## src/rtl/fchan_pkg.sv

```systemverilog
package fchan_pkg;
   localparam int FB_W   = 8;          // width of one F-channel byte
   localparam int FC_W   = 4 * FB_W;   // four flow-control bytes per vector
   localparam logic [FB_W-1:0] IDLE_BYTE = '0;
endpackage

```

## src/rtl/fchan_tc_counter.sv

```systemverilog
module fchan_tc_counter #(
   parameter int NUM_TC     = 56,
   parameter int OAM_FIRST  = 6,
   parameter int OAM_STRIDE = 7,
   parameter int IDX_W      = $clog2(NUM_TC)
) (
   input  logic clk,
   input  logic rst_n,
   input  logic strobe,
   input  logic frame_start,
   output logic cur_oam,
   output logic cur_odd
);
   localparam logic [IDX_W-1:0] LAST_IDX = IDX_W'(NUM_TC - 1);

   logic [IDX_W-1:0]  next_q;
   logic [IDX_W-1:0]  cur_idx;
   logic [NUM_TC-1:0] oam_mask;

   for (genvar g = 0; g < NUM_TC; g++) begin : g_mask
      assign oam_mask[g] = (g >= OAM_FIRST) && (((g - OAM_FIRST) % OAM_STRIDE) == 0);
   end

   assign cur_idx = frame_start ? '0 : next_q;
   assign cur_oam = oam_mask[cur_idx];
   assign cur_odd = cur_idx[0];

   always_ff @(posedge clk) begin
      if (!rst_n)
         next_q <= '0;
      else if (strobe)
         next_q <= (cur_idx == LAST_IDX) ? '0 : cur_idx + 1'b1;
   end

   assert_idx_range_R1: assert property (@(posedge clk) disable iff (!rst_n)
      next_q <= LAST_IDX);
   assert_fs_restart_R1: assert property (@(posedge clk) disable iff (!rst_n)
      (strobe && frame_start) |=> (next_q == IDX_W'(1)));
endmodule

```

## src/rtl/fchan_tx_mux.sv

```systemverilog
module fchan_tx_mux
   import fchan_pkg::*;
#(
   parameter int NUM_PORTS = 31
) (
   input  logic                 clk,
   input  logic                 rst_n,
   input  logic                 strobe,
   input  logic                 slot_oam,
   input  logic                 slot_odd,
   input  logic [NUM_PORTS-1:0] fc_halt,
   input  logic                 oam_valid,
   input  logic [FB_W-1:0]      oam_b1,
   input  logic [FB_W-1:0]      oam_b2,
   output logic                 oam_ready,
   output logic [FB_W-1:0]      f1,
   output logic [FB_W-1:0]      f2
);
   logic [FC_W-1:0] fc_word;     // unused upper bits, incl. reserved, are zero
   logic [FB_W-1:0] f1_d, f2_d;

   assign fc_word   = FC_W'(fc_halt);
   assign oam_ready = strobe && slot_oam;

   always_comb begin
      if (slot_oam) begin
         f1_d = oam_valid ? oam_b1 : IDLE_BYTE;
         f2_d = oam_valid ? oam_b2 : IDLE_BYTE;
      end else if (slot_odd) begin
         f1_d = fc_word[2*FB_W +: FB_W];
         f2_d = fc_word[3*FB_W +: FB_W];
      end else begin
         f1_d = fc_word[0 +: FB_W];
         f2_d = fc_word[FB_W +: FB_W];
      end
   end

   always_ff @(posedge clk) begin
      if (!rst_n) begin
         f1 <= '0;
         f2 <= '0;
      end else if (strobe) begin
         f1 <= f1_d;
         f2 <= f2_d;
      end
   end

   assert_oam_idle_R5: assert property (@(posedge clk) disable iff (!rst_n)
      (strobe && slot_oam && !oam_valid) |=> (f1 == IDLE_BYTE && f2 == IDLE_BYTE));
   assert_fc_reserved_R4: assert property (@(posedge clk) disable iff (!rst_n)
      (strobe && !slot_oam && slot_odd) |=> (f2[FB_W-1] == 1'b0));
   assert_hold_R6: assert property (@(posedge clk) disable iff (!rst_n)
      !strobe |=> ($stable(f1) && $stable(f2)));
endmodule

```

## src/rtl/fchan_rx_steer.sv

```systemverilog
module fchan_rx_steer
   import fchan_pkg::*;
#(
   parameter int NUM_PORTS = 31
) (
   input  logic                 clk,
   input  logic                 rst_n,
   input  logic                 strobe,
   input  logic                 slot_oam,
   input  logic                 slot_odd,
   input  logic                 align_lost,
   input  logic [FB_W-1:0]      f1,
   input  logic [FB_W-1:0]      f2,
   output logic                 oam_valid,
   output logic [FB_W-1:0]      oam_b1,
   output logic [FB_W-1:0]      oam_b2,
   output logic [NUM_PORTS-1:0] halt,
   output logic                 global_halt
);
   logic [FC_W-1:0]      word;
   logic [NUM_PORTS-1:0] halt_d;
   logic                 oam_take;
   logic                 rsv_unused;

   always_comb begin
      word = FC_W'(halt);
      if (slot_odd) word[2*FB_W +: 2*FB_W] = {f2, f1};
      else          word[0 +: 2*FB_W]      = {f2, f1};
   end
   assign halt_d     = word[NUM_PORTS-1:0];
   assign rsv_unused = word[FC_W-1];
   assign oam_take   = strobe && slot_oam && ({f1, f2} != '0);

   always_ff @(posedge clk) begin
      if (!rst_n || align_lost)
         halt <= '1;
      else if (strobe && !slot_oam)
         halt <= halt_d;
   end

   always_ff @(posedge clk) begin
      if (!rst_n) begin
         oam_valid <= 1'b0;
         oam_b1    <= '0;
         oam_b2    <= '0;
      end else begin
         oam_valid <= oam_take;
         if (oam_take) begin
            oam_b1 <= f1;
            oam_b2 <= f2;
         end
      end
   end

   assign global_halt = &halt;

   assert_realign_R11: assert property (@(posedge clk) disable iff (!rst_n)
      align_lost |=> (&halt));
   assert_oam_hold_R8: assert property (@(posedge clk) disable iff (!rst_n)
      (strobe && slot_oam && !align_lost) |=> $stable(halt));
   assert_idle_drop_R9: assert property (@(posedge clk) disable iff (!rst_n)
      (strobe && slot_oam && f1 == '0 && f2 == '0) |=> !oam_valid);
   assert_quiet_R12: assert property (@(posedge clk) disable iff (!rst_n)
      (!strobe && !align_lost) |=> ($stable(halt) && !oam_valid));
endmodule

```

## src/rtl/fchan_sched.sv

```systemverilog
module fchan_sched
   import fchan_pkg::*;
#(
   parameter int NUM_TC     = 56,
   parameter int OAM_FIRST  = 6,
   parameter int OAM_STRIDE = 7,
   parameter int NUM_PORTS  = 31
) (
   input  logic                 clk,
   input  logic                 rst_n,
   input  logic                 tx_tc_strobe,
   input  logic                 tx_frame_start,
   input  logic [NUM_PORTS-1:0] fc_tx_halt,
   input  logic                 oam_tx_valid,
   input  logic [FB_W-1:0]      oam_tx_b1,
   input  logic [FB_W-1:0]      oam_tx_b2,
   output logic                 oam_tx_ready,
   output logic [FB_W-1:0]      tx_f1,
   output logic [FB_W-1:0]      tx_f2,
   input  logic                 rx_tc_strobe,
   input  logic                 rx_frame_start,
   input  logic                 rx_align_lost,
   input  logic [FB_W-1:0]      rx_f1,
   input  logic [FB_W-1:0]      rx_f2,
   output logic                 oam_rx_valid,
   output logic [FB_W-1:0]      oam_rx_b1,
   output logic [FB_W-1:0]      oam_rx_b2,
   output logic [NUM_PORTS-1:0] rx_halt,
   output logic                 rx_global_halt
);
   localparam int IDX_W = $clog2(NUM_TC);

   initial begin
      assert (NUM_TC >= 2) else $fatal(1, "NUM_TC too small");
      assert (OAM_STRIDE >= 1) else $fatal(1, "OAM_STRIDE must be positive");
      assert (OAM_FIRST >= 0 && OAM_FIRST < NUM_TC) else $fatal(1, "OAM_FIRST out of frame");
      assert (NUM_PORTS > 2*FB_W && NUM_PORTS < FC_W) else $fatal(1, "NUM_PORTS out of range");
   end

   logic tx_oam, tx_odd, rx_oam, rx_odd;

   fchan_tc_counter #(.NUM_TC(NUM_TC), .OAM_FIRST(OAM_FIRST),
                      .OAM_STRIDE(OAM_STRIDE), .IDX_W(IDX_W)) u_tx_cnt (
      .clk(clk), .rst_n(rst_n), .strobe(tx_tc_strobe), .frame_start(tx_frame_start),
      .cur_oam(tx_oam), .cur_odd(tx_odd));

   fchan_tc_counter #(.NUM_TC(NUM_TC), .OAM_FIRST(OAM_FIRST),
                      .OAM_STRIDE(OAM_STRIDE), .IDX_W(IDX_W)) u_rx_cnt (
      .clk(clk), .rst_n(rst_n), .strobe(rx_tc_strobe), .frame_start(rx_frame_start),
      .cur_oam(rx_oam), .cur_odd(rx_odd));

   fchan_tx_mux #(.NUM_PORTS(NUM_PORTS)) u_tx (
      .clk(clk), .rst_n(rst_n), .strobe(tx_tc_strobe), .slot_oam(tx_oam),
      .slot_odd(tx_odd), .fc_halt(fc_tx_halt), .oam_valid(oam_tx_valid),
      .oam_b1(oam_tx_b1), .oam_b2(oam_tx_b2), .oam_ready(oam_tx_ready),
      .f1(tx_f1), .f2(tx_f2));

   fchan_rx_steer #(.NUM_PORTS(NUM_PORTS)) u_rx (
      .clk(clk), .rst_n(rst_n), .strobe(rx_tc_strobe), .slot_oam(rx_oam),
      .slot_odd(rx_odd), .align_lost(rx_align_lost), .f1(rx_f1), .f2(rx_f2),
      .oam_valid(oam_rx_valid), .oam_b1(oam_rx_b1), .oam_b2(oam_rx_b2),
      .halt(rx_halt), .global_halt(rx_global_halt));

   assert_ready_slot_R2: assert property (@(posedge clk) disable iff (!rst_n)
      oam_tx_ready |-> tx_tc_strobe);
   assert_global_R10: assert property (@(posedge clk) disable iff (!rst_n)
      rx_align_lost |=> rx_global_halt);
endmodule

```

## config.mk

```make
export PLATFORM = sky130hd
export DESIGN_NAME = fchan_sched
export DESIGN_NICKNAME = d
export VERILOG_FILES = /design/src/rtl/fchan_pkg.sv /design/src/rtl/fchan_tc_counter.sv /design/src/rtl/fchan_tx_mux.sv /design/src/rtl/fchan_rx_steer.sv /design/src/rtl/fchan_sched.sv
export SDC_FILE = /design/constraint.sdc
export NUM_CORES = 1
export LEC_CHECK = 0
export ABC_AREA = 0
export BUFFER_PORTS_ARGS = -buffer_cell sky130_fd_sc_hd__buf_2
export CORE_AREA = 5 5 75 111
export DETAILED_ROUTE_END_ITERATION = 7
export DIE_AREA = 0 0 80 116
export PLACE_DENSITY = 0.79
export SYNTH_ARGS = -nofsm -noshare
export SYNTH_HDL_FRONTEND = slang
export SYNTH_HIERARCHICAL = 1
export SYNTH_SLANG_ARGS = --single-unit
```

## constraint.sdc

```tcl
create_clock -name clk -period 4.8 [get_ports clk]
set_input_delay 0.96 -clock clk [delete_from_list [all_inputs] [get_ports clk]]
set_output_delay 0.96 -clock clk [all_outputs]
set_load 0.1 [all_outputs]
```

==> flow_summary.json <==
{
  "outcome": "completed",
  "synth_cell_types": 45,
  "cts_setup_buffers": 0,
  "slew_headroom": 0.206,
  "area_delta_synth_final_pct": 21.4,
  "worst-path-max-fanout": 33,
  "drtIter0Drc": 113,
  "setup_viol": 0,
  "hpwl_um": 7340,
  "cts_resized": 0,
  "viasPerCell": 5.42,
  "p_per_area_nw_per_um2": 313,
  "grt_use_total": 0.206,
  "layout_worst_path_cycle_share": 0.706,
  "slew_viol_final": 0,
  "synthSimpleGateAreaFrac": 0.298,
  "clk_pin_slew_worst_paths_ns": 0.08,
  "final_common_cell": "buf_2",
  "die_x_um": 80,
  "arrival_ns": 2.43,
  "clkLatencyLatePin_ns": 0.34,
  "synthAdderAreaFrac": 0,
  "grt_pass1_wl_um": 15300,
  "synth_xor_area_frac": 0,
  "grt_setup_unrepaired": "no",
  "ys_seq_area_frac": 0.413,
  "path_class": "flip-flop to primary output",
  "regArea_sq_um": 1520,
  "rrSetupSlack_ns": 1.87,
  "syn-cell-area_sq_um": 3680,
  "max_freq_mhz": 295,
  "startpoint_type": "flip-flop",
  "yosysTopAreaCell": "dfxtp_1",
  "crit_path_end": "oam_tx_ready",
  "cts_buffer_depth": 2,
  "worstMarginPinSlew_ns": 1.19,
  "multi_input_area_sq_um": 1940,
  "async_reset_ff_frac": 0,
  "synth-compound-area-share": 0.141,
  "hold_ws_ns": 0.459,
  "routabilityCongestion": 0.839,
  "wl_per_cell_um": 15.0,
  "grt_pass1_vias": 3354,
  "ys_ff_latch": 76,
  "ir_drop_mv": 0.315,
  "grt_max_degree": 65,
  "nets": 614,
  "synth_nets": 499,
  "die_h_um": 116,
  "synthMuxAreaShare": 0.0843,
  "clock-sinks": 76,
  "holdBufCountCts": 0,
  "drv_cap": 0,
  "min_period_ns": 3.39,
  "dieArea_sq_um": 9280,
  "reg2reg_depth": 6,
  "synth_warnings": 6,
  "route.detailed.drc": 0,
  "synthTopCellsByArea": "dfxtp_1, nand2_1, mux2i_1, nand3_1, o21a_1",
  "drive_above_1_share": 0.314,
  "hp-class": "flip-flop to flip-flop",
  "antenna_found_initial": 0,
  "most-common-layout-cells": "buf_2, nand2_1, dfxtp_1",
  "crit_path_end_kind": "primary output",
  "power.leakage_nw": 1.98,
  "syn_inst": 428,
  "startpoint": "u_tx_cnt/next_q[0]",
  "firstDrtPassIters": 4,
  "worstPathRequired_ns": 3.84,
  "htree_num_levels": 3,
  "antenna_cells": 0,
  "gr-total-overflow": 0,
  "fin_skew_ns": 0.0132,
  "synth_area_per_cell_sq_um": 8.60,
  "numCtsBuffers": 9,
  "start_util": 0.510,
  "cts-root-buf": "clkbuf_8",
  "synth_top_family_by_area": "simple AND/OR/NAND/NOR gates",
  "synth_edf_count": 0,
  "synth_ff_type": "dfxtp_1",
  "ant_nets": 0,
  "fillers": 670,
  "timing.setup.tns_ns": 0,
  "drt_wl_total_um": 9710,
  "coreArea_sq_um": 7230,
  "synth.top_cell.area_share": 0.413,
  "timing.rr.end": "u_rx/oam_b1[7]",
  "vias": 3506,
  "io-pin-count": 137,
  "hold_viol_final": 0,
  "rows": 38,
  "cts_tree": "yes",
  "worstReg2RegStart": "u_rx_cnt/next_q[0]",
  "port_buffers": 136
}
[registers in the layout, summed over array words and instances, names as in the netlist]
name             cells
u_rx/oam_b2          8
u_tx_cnt/next_q      6
u_tx/f1              8
u_rx_cnt/next_q      6
u_rx/oam_valid       1
u_rx/oam_b1          8
u_tx/f2              8
u_rx/halt           31
[metal layers]
metal  wire [um]  track usage  share of wire
met2        4780        0.369           0.49
met3         958       0.0529          0.099
met5           0            0              0
met1        3760        0.231           0.39
met4         210       0.0778          0.022
[worst max-delay path: stages, from the launching register on]
cell      delay, ns
dfxtp_1        0.57
and3_1         0.34
nor3_1         0.09
a211oi_2       0.19
buf_4          0.31
and2_1         0.16
buf_2          0.42
[cells in the mapped netlist (all sizes together), types with 3 or more instances]
| cell type | n |
|---|---|
| a21oi | 18 |
| a31o | 4 |
| and3 | 6 |
| and3b | 3 |
| and4 | 3 |
| and4b | 4 |
| buf | 19 |
| clkbuf | 16 |
| dfxtp | 76 |
| mux2i | 31 |
| nand2 | 99 |
| nand3 | 46 |
| nand4 | 7 |
| nor2b | 13 |
| nor3 | 4 |
| nor3b | 5 |
| nor4 | 5 |
| o21a | 17 |
| o21ai | 20 |
[power by group]
part / internal, mW / leakage (nW) / switching [mW]
clock: 0.201 / 0.0848 / 0.231
combinational: 0.0731 / 1.27 / 0.229
sequential: 0.651 / 0.621 / 0.0170
[how the worst min path moves through the flow]
stage,depth (start not counted),to,slack (ns),from
after detailed placement,2,u_rx/oam_b1[3],0.45,u_rx/oam_b1[3]
after CTS,2,u_rx/oam_b2[0],0.46,u_rx/oam_b2[0]
after floorplan,1,u_rx_cnt/next_q[5],0.56,u_rx_cnt/next_q[5]
final,2,u_rx/oam_b2[0],0.46,u_rx/oam_b2[0]
after global placement,2,u_rx/oam_b2[6],0.44,u_rx/oam_b2[6]
after global routing,2,u_rx/oam_b1[2],0.49,u_rx/oam_b1[2]
[cells by family after synthesis]
family,after synthesis
DFF,76
buffers and inverters,35
AOI/OAI and AO/OA,79
muxes,31
and+or+nand+nor,207
[area by class of cell]
cell class | instances | area share
repair buffers | 139 | 0.157
well taps | 100 | 0.0280
multi-input cells | 317 | 0.435
flip-flops and latches | 76 | 0.340
clock buffers | 10 | 0.0308
clock inverters | 5 | 0.00840
[stage by stage]
step	utilization	setup slack (ns)	std cells	power, mW	cell area, sq um
finish	0.618	1.41	647	1.40	4470
global route	0.618	1.20	647	1.47	4470
CTS	0.618	1.40	647	1.41	4470
detailed placement	0.594	1.68	632	0.984	4290
global placement	0.594	1.69	632	0.980	4290
floorplan	-	0.411	428	0.912	3680
Note: power is estimated with default switching activity, not from simulation.
